--- config.mk ---
export PLATFORM = sky130hd
export DESIGN_NAME = zs_line_encoder
export DESIGN_NICKNAME = d
export VERILOG_FILES = /design/src/rtl/zs_enc_pkg.sv /design/src/rtl/zs_edge_sample.sv /design/src/rtl/zs_subst_window.sv /design/src/rtl/zs_delay_line.sv /design/src/rtl/zs_polarizer.sv /design/src/rtl/zs_line_encoder.sv
export SDC_FILE = /design/constraint.sdc
export NUM_CORES = 1
export LEC_CHECK = 0
export BUFFER_PORTS_ARGS = -buffer_cell sky130_fd_sc_hd__buf_2
export CORE_ASPECT_RATIO = 0.75
export CORE_MARGIN = 1.5
export CORE_UTILIZATION = 32
export CTS_CLUSTER_SIZE = 16
export DETAILED_ROUTE_END_ITERATION = 12
export GPL_ROUTABILITY_DRIVEN = 0
export GPL_TIMING_DRIVEN = 0
export HOLD_SLACK_MARGIN = 0.12
export RECOVER_POWER = 100
export SETUP_SLACK_MARGIN = 0.05
export SLEW_MARGIN = 15
export SYNTH_ARGS = -nofsm -noshare
export SYNTH_HDL_FRONTEND = slang
export SYNTH_SLANG_ARGS = --single-unit
--- constraint.sdc ---
create_clock -name clk -period 1.2 [get_ports clk]
set_input_delay 0.36 -clock clk [delete_from_list [all_inputs] [get_ports clk]]
set_output_delay 0.36 -clock clk [all_outputs]
set_load 0.005 [all_outputs]
--- src/rtl/zs_enc_pkg.sv ---
package zs_enc_pkg;
  typedef enum logic [1:0] {
    SYM_ZERO = 2'd0,
    SYM_MARK = 2'd1,
    SYM_VIOL = 2'd2
  } sym_e;

  localparam int SHORT_RUN = 3;
  localparam int LONG_RUN  = 4;
endpackage

--- src/rtl/zs_edge_sample.sv ---
module zs_edge_sample #(
  parameter int W = 2
) (
  input  logic         clk,
  input  logic         rst,
  input  logic         rise_sel,
  input  logic [W-1:0] din,
  output logic [W-1:0] dout
);
  logic [W-1:0] fall_q;

  // falling-edge capture; the rising-edge path uses din directly at the next posedge register
  always_ff @(negedge clk) begin
    if (rst) fall_q <= '0;
    else     fall_q <= din;
  end

  assign dout = rise_sel ? din : fall_q;
endmodule

--- src/rtl/zs_subst_window.sv ---
module zs_subst_window
  import zs_enc_pkg::*;
#(
  parameter int WIN = 4
) (
  input  logic clk,
  input  logic rst,
  input  logic bit_in,
  input  logic sel_long,
  input  logic subst_dis,
  output sym_e sym_out
);
  sym_e sr [WIN];
  logic odd;
  logic all_zero;
  logic fire;
  int   run_len;

  always_comb begin
    run_len  = sel_long ? LONG_RUN : SHORT_RUN;
    all_zero = 1'b1;
    for (int i = 0; i < WIN - 1; i++) begin
      if (i < run_len - 1 && sr[i] != SYM_ZERO) all_zero = 1'b0;
    end
    fire = !bit_in && !subst_dis && all_zero;
  end

  always_ff @(posedge clk) begin
    if (rst) begin
      for (int i = 0; i < WIN; i++) sr[i] <= SYM_ZERO;
      odd <= 1'b0;
    end else begin
      sr[0] <= bit_in ? SYM_MARK : (fire ? SYM_VIOL : SYM_ZERO);
      for (int i = 1; i < WIN; i++) begin
        sr[i] <= (fire && !odd && i == run_len - 1) ? SYM_MARK : sr[i-1];
      end
      if (fire)        odd <= 1'b0;
      else if (bit_in) odd <= ~odd;
    end
  end

  assign sym_out = sr[WIN-1];

  // with substitution off, a zero never enters as a violation
  a_r4_no_viol_when_off: assert property (@(posedge clk) disable iff (rst)
    (subst_dis && !bit_in) |=> (sr[0] == SYM_ZERO));
endmodule

--- src/rtl/zs_delay_line.sv ---
module zs_delay_line #(
  parameter int W     = 2,
  parameter int DEPTH = 4
) (
  input  logic         clk,
  input  logic         rst,
  input  logic [W-1:0] din,
  output logic [W-1:0] dout
);
  logic [W-1:0] stage [DEPTH];

  always_ff @(posedge clk) begin
    if (rst) begin
      for (int i = 0; i < DEPTH; i++) stage[i] <= '0;
    end else begin
      stage[0] <= din;
      for (int i = 1; i < DEPTH; i++) stage[i] <= stage[i-1];
    end
  end

  assign dout = stage[DEPTH-1];
endmodule

--- src/rtl/zs_polarizer.sv ---
module zs_polarizer
  import zs_enc_pkg::*;
(
  input  logic clk,
  input  logic rst,
  input  sym_e sym,
  input  logic raw_p,
  input  logic raw_n,
  input  logic dual,
  input  logic off,
  output logic out_p,
  output logic out_n
);
  logic last_pos;
  logic enc_p;
  logic enc_n;

  always_comb begin
    enc_p = (sym == SYM_MARK && !last_pos) || (sym == SYM_VIOL && last_pos);
    enc_n = (sym == SYM_MARK && last_pos)  || (sym == SYM_VIOL && !last_pos);
  end

  always_ff @(posedge clk) begin
    if (rst) begin
      last_pos <= 1'b0;
      out_p    <= 1'b0;
      out_n    <= 1'b0;
    end else begin
      if (sym == SYM_MARK) last_pos <= ~last_pos;
      if (off) begin
        out_p <= 1'b0;
        out_n <= 1'b0;
      end else if (dual) begin
        out_p <= raw_p;
        out_n <= raw_n;
      end else begin
        out_p <= enc_p;
        out_n <= enc_n;
      end
    end
  end
endmodule

--- src/rtl/zs_line_encoder.sv ---
module zs_line_encoder
  import zs_enc_pkg::*;
#(
  parameter int WIN = 4
) (
  input  logic clk,
  input  logic rst,
  input  logic tx_p,
  input  logic tx_n,
  input  logic sel_e3,
  input  logic subst_dis,
  input  logic dual_rail,
  input  logic all_ones,
  input  logic tx_off,
  input  logic edge_rise,
  output logic out_p,
  output logic out_n
);
  localparam int CW = $clog2(WIN + 3);

  logic [1:0] samp;
  logic [1:0] raw_dly;
  logic       enc_bit;
  sym_e       sym_tail;

  zs_edge_sample #(.W(2)) u_sample (
    .clk(clk), .rst(rst), .rise_sel(edge_rise),
    .din({tx_p, tx_n}), .dout(samp)
  );

  assign enc_bit = all_ones | samp[1];

  zs_subst_window #(.WIN(WIN)) u_window (
    .clk(clk), .rst(rst), .bit_in(enc_bit), .sel_long(sel_e3),
    .subst_dis(subst_dis), .sym_out(sym_tail)
  );

  zs_delay_line #(.W(2), .DEPTH(WIN)) u_raw (
    .clk(clk), .rst(rst), .din(samp), .dout(raw_dly)
  );

  zs_polarizer u_pol (
    .clk(clk), .rst(rst), .sym(sym_tail),
    .raw_p(raw_dly[1]), .raw_n(raw_dly[0]),
    .dual(dual_rail), .off(tx_off),
    .out_p(out_p), .out_n(out_n)
  );

  // run length of the all-ones override, used only by the checks below
  logic [CW-1:0] ones_cnt;
  always_ff @(posedge clk) begin
    if (rst || !all_ones)          ones_cnt <= '0;
    else if (ones_cnt != CW'(WIN + 2)) ones_cnt <= ones_cnt + CW'(1);
  end


  a_r10_off_quiet: assert property (@(posedge clk) disable iff (rst)
    tx_off |=> (!out_p && !out_n));


  a_r12_rails_exclusive: assert property (@(posedge clk) disable iff (rst)
    !dual_rail |=> !(out_p && out_n));


  a_r11_reset_idle: assert property (@(posedge clk)
    rst |=> (!out_p && !out_n));

  // one pulse every cycle once the override has filled the window
  a_r9_ones_pulse: assert property (@(posedge clk) disable iff (rst)
    (ones_cnt >= CW'(WIN + 1) && !$past(tx_off) && !$past(dual_rail))
      |-> (out_p != out_n));

  // consecutive pulses alternate
  a_r9_ones_alternate: assert property (@(posedge clk) disable iff (rst)
    (ones_cnt >= CW'(WIN + 2) && !$past(tx_off) && !$past(dual_rail)
      && !$past(tx_off, 2) && !$past(dual_rail, 2))
      |-> (out_p != $past(out_p)));
endmodule

==> out/results.ini <==
[run_status]
status = finished with violations
violations = setup timing

[route]
firstDrtPassIters = 4
drc = 0
avgRoutedWirePerCell_um = 9.836
drt_iter0_markers = 8
via_per_inst = 4.344
vias = 530
ant_nets = 0
wl_mm = 1.200

[sta]
slew_headroom = 0.6891
rsz0062_at_grt = yes
tightestPinTransition_ns = 0.4664
finalSetupTns_ns = -1.814
hold_violations = 0
fin_ws_ns = -0.3603
hold_ws_ns = 0.2439
skew_ns = 0.05603
report.final.slew_viol_count = 0
finalSetupViolCount = 8

[worst_setup_path]
endpoint_kind = flip-flop
rr_endpoint = u_window.odd
criticalPathCategory = flip-flop to flip-flop
cp.arrival_ns = 1.80
path_max_fanout = 3
cp-start-kind = flip-flop
required_ns = 1.44
reg2regPathDepth = 4
r2r-start = u_sample.fall_q[1]
r2r_slack_ns = -0.36

[grt]
grt_overflow = 0
grt_max_degree = 13
grt_pass1_vias = 496
grt_pass1_wl_mm = 2.028
antenna_found_initial = 0
grt.total_usage = 0.1039

[worst_hold_path]
hold_class = input pin to flip-flop
hold_path_end = u_pol.out_n
hold_depth = 2
min_from = tx_off

[floorplanning]
core_mm2 = 0.002290
ios = 12
fp.dieArea_mm2 = 0.002703
start_util = 0.3350
chipWidth_um = 59.53
num_rows = 15
die_h_um = 45.40

[placed_design]
port_buffers = 11
placed_area_um2 = 895.9

[power]
power.total_mw = 1.260
worst_ir_drop_vdd_v = 0.0007530
leakage_nw = 0.3899
power.density_mw_per_mm2 = 1316

[job]
maxCapViolCount = 0

[synthesis]
syn_avg_cell_area_um2 = 10.96
syn_inst = 70
syn_nets = 80
yosysWarningCount = 0
yosysUniqueCellTypes = 24
synthesis.area_um2 = 767.0
yosysTopAreaCellShare = 0.5742
synth_area_leaders = dfxtp_1 57%, nor2b_1 9.8%, a2111oi_2 3.9%
synth_top_cell_by_area = dfxtp_1
synth-seq-cells = 22
yosysSeqAreaShare = 0.5742

[clocking]
clock_latency_ns = 0.36
cts_root_buf = clkbuf_4
clock_path_buffers = 2
cts_buffers = 3
cts_htree_levels = 1
clock_sinks = 22
cts_tree = yes
cts.clk_slew.worst_paths_ns = 0.12

[final_layout]
fin_util = 0.4180
antennaDiodeCount = 0
final_area_um2 = 957.2
area_growth_pct = 24.80
drive_above_1_share = 0.3068
final_nets = 99

==> layer usage <==
layer	share of wire	GRT usage	up-vias	wire length (um)
met5	0	0	-	0
met3	0.068	0.05966	0	81
met2	0.47	0.1692	14	559
met1	0.47	0.1239	244	559
li1	-	-	272	-
met4	0	0.01333	0	0
==> through the flow <==
stage	cells	setup slack [ns]
after floorplan	70	-0.2882
after global placement	115	-0.3516
after detailed placement	115	-0.3759
after CTS	122	-0.3774
after global routing	122	-0.4739
final	122	-0.3603
==> cell usage after synthesis <==
cell type and count:
o2bb2ai_1 1, inv_1 6, o21a_1 1, nor2b_1 12
o22ai_1 1, clkbuf_1 2, nor3_1 2, and3b_1 2
and2b_1 1, nand4b_1 1, nand2b_1 1, nand4_2 1
dfxtp_1 22, nor2_1 5, mux2i_1 1, mux2i_2 1
nand3b_1 1, a21oi_1 1, xnor2_1 1, a211oi_1 2
o41ai_2 1, nand2_1 1, a2111oi_2 2, nor3b_1 1
==> timing repair <==
action / 4_1_cts / 5_1_grt
hold buffers: 0 / 0
resized for setup: 0 / 6
setup buffers: 2 / 0
pin swaps: 2 / 2
setup endpoints to repair: 7 / 9
cloned: 0 / 0
hold endpoints to repair: 0 / 0
==> cells by family (layout without fill, tap and decap cells) <==
logic type | after synthesis | in the layout | synth area share
compound gates | 9 | 9 | 0.1158
flops | 22 | 22 | 0.5742
simple gates | 28 | 28 | 0.2284
buf+inv | 8 | 26 | 0.03915
mux | 2 | 2 | 0.03099
xor+xnor | 1 | 1 | 0.01142
==> worst max path at each step <==
stage / from / end / slack [ns] / cells past startpoint
2_1_floorplan: u_sample.fall_q[1] / u_window.sr[2][0] / -0.29 / 3
3_3_place_gp: u_sample.fall_q[1] / u_window.sr[2][0] / -0.35 / 3
3_5_place_dp: u_sample.fall_q[1] / u_window.sr[2][0] / -0.38 / 3
4_1_cts: u_sample.fall_q[1] / u_window.sr[2][0] / -0.38 / 3
5_1_grt: u_sample.fall_q[1] / u_window.sr[2][0] / -0.47 / 3
6_report: u_sample.fall_q[1] / u_window.odd / -0.36 / 4
==> final cells by class <==
class,instances,area [um^2]
Fill cell,242,1333
Sequential cell,22,444.2
Multi-Input combinational cell,40,320.3
Timing Repair Buffer,13,68.82
Tap cell,34,42.54
Buffer,2,28.78
Clock buffer,4,26.28
Inverter,5,18.77
Clock inverter,2,7.507
==> power by group <==
group	leakage (nW)	switching [mW]	internal, mW
registers	0.181	0.0149	0.761
clock network	0.0256	0.228	0.138
logic	0.183	0.0563	0.0618
==> layout by cell type, fill, tap and decap left out, types with 2 or more instances in the layout <==
cell       Yosys  layout
dfxtp_1       22      19
buf_4          0       2
clkbuf_4       0       3
clkbuf_1       2       3
inv_1          6       7
buf_2          0      10
nor3_1         2       2
a2111oi_2      2       2
and3b_1        2       2
a211oi_2       0       2
dfxtp_2        0       3
nor2b_1       12      12
nor2_1         5       5
==> worst max-delay path, stage by stage (launching register included) <==
cell and delay (ns):
dfxtp_2 0.31, mux2i_4 0.16, buf_4 0.14, nand4b_1 0.09
o2bb2ai_1 0.13
==> sequential cells by signal, summed over array words and instances, names as in the netlist <==
signal           flops
u_pol.last_pos       1
u_pol.out_p          1
u_pol.out_n          1
u_sample.fall_q      2
u_window.odd         1
u_window.sr          8
u_raw.stage          8
No activity file was read; power rests on OpenSTA's default activity.
